[src/rtl/bank_mapper_pkg.sv]
package bank_mapper_pkg;
   localparam int unsigned CPU_AW     = 16;
   localparam int unsigned CPU_SPACE  = 1 << CPU_AW;
   localparam int unsigned MAX_BANK_W = 3;

   // physical capacity in bytes for a given bank-select width
   function automatic int unsigned phys_bytes(input int unsigned bank_w);
      return CPU_SPACE << bank_w;
   endfunction
endpackage

[src/rtl/bank_sel_reg.sv]
module bank_sel_reg #(
   parameter int unsigned BANK_W        = 2,
   parameter int unsigned CFG_AW        = 4,
   parameter int unsigned BANK_REG_ADDR = 0
) (
   input  logic              clk,
   input  logic              rst_n,
   input  logic              wr_en,
   input  logic [CFG_AW-1:0] wr_addr,
   input  logic [BANK_W-1:0] wr_data,
   output logic [BANK_W-1:0] bank_q
);
   localparam logic [CFG_AW-1:0] SEL_ADDR = CFG_AW'(BANK_REG_ADDR);

   logic hit;
   assign hit = wr_en && (wr_addr == SEL_ADDR);

   always_ff @(posedge clk or negedge rst_n) begin
      if (!rst_n)   bank_q <= '0;
      else if (hit) bank_q <= wr_data;
   end
endmodule

[src/rtl/common_window_decode.sv]
module common_window_decode
   import bank_mapper_pkg::*;
#(
   parameter int unsigned LOW_WIN_BYTES  = 1024,
   parameter int unsigned HIGH_WIN_BYTES = 1024
) (
   input  logic [CPU_AW-1:0] addr,
   output logic              low_hit,
   output logic              high_hit
);
   localparam logic [CPU_AW:0] LOW_LIM  = (CPU_AW+1)'(LOW_WIN_BYTES);
   localparam logic [CPU_AW:0] HIGH_BASE = (CPU_AW+1)'(CPU_SPACE - HIGH_WIN_BYTES);

   logic [CPU_AW:0] addr_x;
   assign addr_x = {1'b0, addr};

   generate
      if (LOW_WIN_BYTES == 0) begin : g_no_low
         assign low_hit = 1'b0;
      end else begin : g_low
         assign low_hit = addr_x < LOW_LIM;
      end
      if (HIGH_WIN_BYTES == 0) begin : g_no_high
         assign high_hit = 1'b0;
      end else begin : g_high
         assign high_hit = addr_x >= HIGH_BASE;
      end
   endgenerate
endmodule

[src/rtl/phys_addr_form.sv]
module phys_addr_form
   import bank_mapper_pkg::*;
#(
   parameter int unsigned BANK_W = 2
) (
   input  logic [CPU_AW-1:0]        addr,
   input  logic [BANK_W-1:0]        bank_sel,
   input  logic                     force_zero,
   output logic [BANK_W+CPU_AW-1:0] paddr
);
   logic [BANK_W-1:0] bank_eff;

   always_comb begin
      bank_eff = force_zero ? '0 : bank_sel;
      paddr    = {bank_eff, addr};
   end
endmodule

[src/rtl/bank_mapper.sv]
module bank_mapper
   import bank_mapper_pkg::*;
#(
   parameter int unsigned BANK_W         = 2,
   parameter int unsigned CFG_AW         = 4,
   parameter int unsigned BANK_REG_ADDR  = 0,
   parameter int unsigned LOW_WIN_BYTES  = 1024,
   parameter int unsigned HIGH_WIN_BYTES = 1024
) (
   input  logic                     clk,
   input  logic                     rst_n,
   input  logic                     cfg_wr_en,
   input  logic [CFG_AW-1:0]        cfg_wr_addr,
   input  logic [BANK_W-1:0]        cfg_wr_data,
   input  logic [CPU_AW-1:0]        cpu_addr,
   output logic [BANK_W+CPU_AW-1:0] phys_addr,
   output logic                     phys_in_common
);
   initial begin
      if (BANK_W < 1 || BANK_W > MAX_BANK_W)
         $error("bank_mapper: BANK_W must be 1..%0d", MAX_BANK_W);
      if (LOW_WIN_BYTES + HIGH_WIN_BYTES > CPU_SPACE)
         $error("bank_mapper: common windows overlap");
      if (CFG_AW < 1 || BANK_REG_ADDR >= (1 << CFG_AW))
         $error("bank_mapper: BANK_REG_ADDR out of range");
   end

   logic [BANK_W-1:0] bank_q;
   logic              low_hit, high_hit;

   bank_sel_reg #(
      .BANK_W(BANK_W), .CFG_AW(CFG_AW), .BANK_REG_ADDR(BANK_REG_ADDR)
   ) u_reg (
      .clk(clk), .rst_n(rst_n), .wr_en(cfg_wr_en),
      .wr_addr(cfg_wr_addr), .wr_data(cfg_wr_data), .bank_q(bank_q)
   );

   common_window_decode #(
      .LOW_WIN_BYTES(LOW_WIN_BYTES), .HIGH_WIN_BYTES(HIGH_WIN_BYTES)
   ) u_win (
      .addr(cpu_addr), .low_hit(low_hit), .high_hit(high_hit)
   );

   phys_addr_form #(.BANK_W(BANK_W)) u_form (
      .addr(cpu_addr), .bank_sel(bank_q),
      .force_zero(low_hit | high_hit), .paddr(phys_addr)
   );

   assign phys_in_common = low_hit | high_hit;
endmodule

[config.mk]
export PLATFORM = sky130hd
export DESIGN_NAME = bank_mapper
export DESIGN_NICKNAME = d
export VERILOG_FILES = /design/src/rtl/bank_mapper_pkg.sv /design/src/rtl/bank_sel_reg.sv /design/src/rtl/common_window_decode.sv /design/src/rtl/phys_addr_form.sv /design/src/rtl/bank_mapper.sv
export SDC_FILE = /design/constraint.sdc
export NUM_CORES = 1
export LEC_CHECK = 0
export BUFFER_PORTS_ARGS = -buffer_cell sky130_fd_sc_hd__buf_4
export CORE_AREA = 4 4 41 43
export DETAILED_ROUTE_END_ITERATION = 8
export DIE_AREA = 0 0 45 47
export SYNTH_ARGS = -nofsm -noshare
export SYNTH_HDL_FRONTEND = slang
export SYNTH_SLANG_ARGS = --single-unit
[constraint.sdc]
create_clock -name clk -period 1.62 [get_ports clk]
set_input_delay 0.162 -clock clk [delete_from_list [all_inputs] [get_ports clk]]
set_output_delay 0.162 -clock clk [all_outputs]
set_load 0.01 [all_outputs]
# Yosys cells after proc, flatten, opt, wreduce, memory -nomap -nowiden
# Index checks and enable logic that the tools add are counted.
[op_classes]
magnitude_cmp = 2
bitwise_logic = 1
reduce_logical = 2
mux = 1
[ops]
columns = ["operator", "n"]
rows = [
  ["16-bit >= comparator (second input constant)", 1],
  ["16-bit by 11-bit < comparator with 1-bit output (second input constant)", 1],
  ["4-bit zero test", 1],
  ["2-bit two-way mux", 1],
  ["1-bit logical AND", 1],
  ["1-bit bitwise OR", 1],
]
[word_totals]
inputBits = 25
output_inout_bits = 19
reg_bits = 2
elab_cells = 7

# Depth between registers and ports, before layout
[logic_depth]
ltp_word = 3
ltp_mapped = 3
mapped_depth_nobuf = 3

# Hierarchy
# From an unflattened synthesis, not the netlist that was laid out.
[unflattened]
cells_unflattened = 30
area_unflattened_um2 = 261.5
[by_module_without_submodules]
columns = ["mod", "n_inst", "seq_area_each_um2", "cells_per_inst", "area_per_inst_um2"]
rows = [
  ["phys_addr_form", 1, 0.0, 18, 132.6],
  ["bank_sel_reg", 1, 50.0, 6, 91.3],
  ["common_window_decode", 1, 0.0, 5, 31.3],
  ["bank_mapper", 1, 0.0, 1, 6.3],
]

# Worst setup path after synthesis
# No wires, ideal clock.
[synth_timing]
path_type = "input -> register"
start = "input cfg_wr_addr[1]"
end = "register u_reg.bank_q[0]"
arrival_time_ns = 0.872
required_time_ns = 1.495
stages = 3
n_path_buf = 0
slack_ns = 0.623
setup_time_ns = 0.125
path_cell_list = "nor4_1 > and2_2 > mux2_2"
[synth_via]
elab_chain_cells = 2
[synth_lines]
columns = ["element", "line_no", "rtl"]
rows = [
  ["start, declared", "bank_mapper.sv:13", "input logic [CFG_AW-1:0] cfg_wr_addr,"],
  ["4-bit zero test", "bank_sel_reg.sv:16", "assign hit = wr_en && (wr_addr == SEL_ADDR);"],
  ["1-bit logical AND", "bank_sel_reg.sv:16", ""],
  ["end signal, assigned", "bank_sel_reg.sv:20", "else if (hit) bank_q <= wr_data;"],
  ["end, declared", "bank_sel_reg.sv:11", "output logic [BANK_W-1:0] bank_q"],
]
# No other way between the ends.
# A chain may end at the register's enable or synchronous reset.

# Worst setup path after layout
[layout_timing]
start = "input cpu_addr[12]"
end = "output phys_addr[16]"
[layout_via]
elab_chain_cells = 3
elab_cells_between_ends = 4
classes_between = "2 x order compare; 1 x mux; 1 x bitwise"
[layout_lines]
columns = ["element", "line_no", "rtl"]
rows = [
  ["start, declared", "bank_mapper.sv:15", "input logic [CPU_AW-1:0] cpu_addr,"],
  ["16-bit by 11-bit < comparator with 1-bit output or 16-bit >= comparator (tied branches)", "common_window_decode.sv:21, common_window_decode.sv:26", ""],
  ["1-bit bitwise OR *", "bank_mapper.sv:46", ".force_zero(low_hit | high_hit), .paddr(phys_addr)"],
  ["2-bit two-way mux *", "phys_addr_form.sv:14", "bank_eff = force_zero ? '0 : bank_sel;"],
  ["end, declared", "bank_mapper.sv:16", "output logic [BANK_W+CPU_AW-1:0] phys_addr,"],
]
# Every way passes the cells marked *; elsewhere a longest branch is shown, timed or not.

==> summary.txt <==
Run status: finished clean
HP Class: in -> reg
Flop and latch count out of synthesis: 2
Share of final-layout standard cells stronger than drive strength 1: 0.707
Clock root cell: clkbuf_4
Routability congestion estimate: 0.605
Global-route wire length before repair: 765 um
Proportion of power drawn by combinational gates: 0.352
Antenna violations before repair: 0
Height of the die: 47 um
Critical Path Most Common Cell: buf_4
Share of total power in sequential cells: 0.243
Antenna-violating nets left: 0
DRC marker count from the first detailed-route iteration: 1
Largest reg by FF count: u_reg.bank_q
P_sw: 67.3 uW
Distinct cells, synth: 11
Kind of cell adding the most delay to the critical path: simple AND/OR/NAND/NOR gates
H-tree level count: 1
Worst path arrival time: 0.99 ns
Period Utilization, post-route: 0.711
Clock transition at path regs: 0.03 ns
Count of endpoints failing setup in the final report: 0
Final hold violation count: 0
Worst slew margin relative to its limit: 0.841
Proportion of synthesized chip area in sequential cells: 0.199
Maximum ir drop on the vdd rail: 0.000459 V
Buffers and inverters on the worst path: 2
Number of flip-flops in the largest register: 2
Sum of overflow across all layers after global routing: 0
Routed vias/inst: 3.80
Cell area power density: 771 nW/um2
Post-synth net total: 55
Total vias in the final route: 213
CP endpoint kind: output port
Buffer depth of the longest clock path: 2
Buffers inserted during post-CTS setup optimization: 0
Clock group share of total power: 0.404
DRC Markers: 0
Critical path type: in -> out
TNS Setup: 0 ns
Largest registers ranked by flip-flop count: u_reg.bank_q (2)
Combined global-route utilization of all metal layers: 0.0529
Clock tree sinks: 2
Worst Reg2Reg Path Length in Cells: 1
Hold_buf cts: 1
Setup repair after global routing missed its margin: no
Hold path startpoint: cfg_wr_data[0]
CP startpoint kind: input pin
Cell count after synthesis: 30
Layout area overhead: 41.3%
Net count reported at finish: 68
CTS tree: yes
Antenna fix cells: 0
First-pass DRT Iterations: 2
Area of the placeable core: 1300 um2
Number of max-slew violations in the final report: 0
Worst reg2reg path startpoint: u_reg.bank_q[0]
CP Max Fanout: 3
Actual transition at the worst max-transition pin: 0.236 ns
Number of global-route vias before repair: 216
Max incr delay on CP: 0.27 ns
Total Wirelength: 559 um
Mean area per synthesized cell: 8.38 um2
Cells along the critical path: buf_4, nor4_1, a2bb2oi_1, and2_1, buf_4
Post-CTS sizing: 0
Syn. warnings: 0
Wire length per cell: 9.98 um
Static Leakage: 0.188 nW
Register-to-register path setup slack: 0.88 ns
Summed instance area of the synthesized netlist: 251 um2
IO Pins: 44
Worst clock skew: 0 ns
Stages on the worst setup path: 5
Total chip power: 274 uW
Std cell rows: 13
End of the worst register-to-register path: u_reg.bank_q[0]
Library cell contributing the largest single delay on the critical path: nor4_1
Min Tclk post-route: 1.15 ns
Number of input and output port buffers inserted: 23
Achievable clock frequency: 0.869 GHz
X dimension of the die: 45 um
Number of CTS-inserted buffers: 3
Die area: 2120 um2
Worst Hold Depth: 2
Internal cell power: 207 uW
Fraction of power spent switching nets: 0.246
Initial core utilization: 0.193
Clock latency reported for the late side of the worst-skew pair: 0.23 ns
Worst min-delay path endpoint: u_reg.bank_q[0]
Max-cap violations: 0
Required time of the worst setup path: 1.46 ns
Largest net degree at the start of global routing: 4
==> metrics by stage <==
stage	setup slack, ns	area [um2]	util	hold WS (ns)	cells
5_1_grt	0.428	355	0.273	0.160	56
3_3_place_gp	0.448	323	0.248	-0.0535	52
6_report	0.469	355	0.273	0.170	56
3_5_place_dp	0.443	323	0.248	-0.0525	52
4_1_cts	0.443	355	0.273	0.163	56
2_1_floorplan	0.623	251	-	-0.134	30
==> cells in the mapped netlist <==
library cell | instances | area [um2]
and2_1 | 2 | 12.5
and2_2 | 1 | 7.51
nor4_1 | 2 | 12.5
dfrtp_1 | 2 | 50.1
mux2_2 | 2 | 22.5
nor2_1 | 1 | 3.75
buf_4 | 16 | 120
nand4_1 | 1 | 6.26
a2bb2oi_1 | 1 | 8.76
inv_1 | 1 | 3.75
nand2_1 | 1 | 3.75
==> cell families (layout without fill, tap and decap cells) <==
kind of cell / count (synthesis) / in the layout / share of synthesized area
muxes: 2 / 2 / 0.0895
and+or+nand+nor: 8 / 8 / 0.184
DFF: 2 / 2 / 0.199
AOI/OAI and AO/OA: 1 / 1 / 0.0348
buffers and inverters: 17 / 28 / 0.493
==> metal layers <==
metal,global-route usage,routed length [um],vias to the layer above
met5,0,0,-
met1,0.0385,162,94
met4,0.0234,0,0
li1,-,-,107
met3,0.0613,101,0
met2,0.0847,295,12
==> worst max-delay path by stage <==
stage                    from         endpoint  slack [ns]
2_1_floorplan  cfg_wr_addr[1]  u_reg.bank_q[0]        0.62
3_5_place_dp     cpu_addr[12]    phys_addr[16]        0.44
6_report         cpu_addr[12]    phys_addr[16]        0.47
3_3_place_gp     cpu_addr[12]    phys_addr[16]        0.45
4_1_cts          cpu_addr[12]    phys_addr[16]        0.44
5_1_grt          cpu_addr[12]    phys_addr[16]        0.43
==> layout by cell type (no fill, tap or decap) <==
cell and count:
nand4_1 1, dfrtp_1 2, buf_4 23, dlygate4sd3_1 1, nor4_1 2, and2_2 1
nor2_1 1, inv_1 1, and2_1 2, mux2_2 2, nand2_1 1, a2bb2oi_1 1
clkbuf_4 3
==> power by group through the flow <==
stage / clock network [mW] / registers [mW] / logic [mW]
after floorplan: 0 / 0.0656 / 0.0700
after global placement: 0 / 0.0674 / 0.0960
after detailed placement: 0 / 0.0675 / 0.0969
after CTS: 0.117 / 0.0669 / 0.0988
after global routing: 0.128 / 0.0677 / 0.104
final: 0.111 / 0.0667 / 0.0965
==> cell type report <==
cell class | instances | area, um2
Clock buffer | 3 | 22.5
Fill cell | 149 | 946
Inverter | 1 | 3.75
Multi-Input combinational cell | 11 | 77.6
Sequential cell | 2 | 50.0
Tap cell | 15 | 18.8
Timing Repair Buffer | 24 | 183
Power figures use the tool's default switching activity.
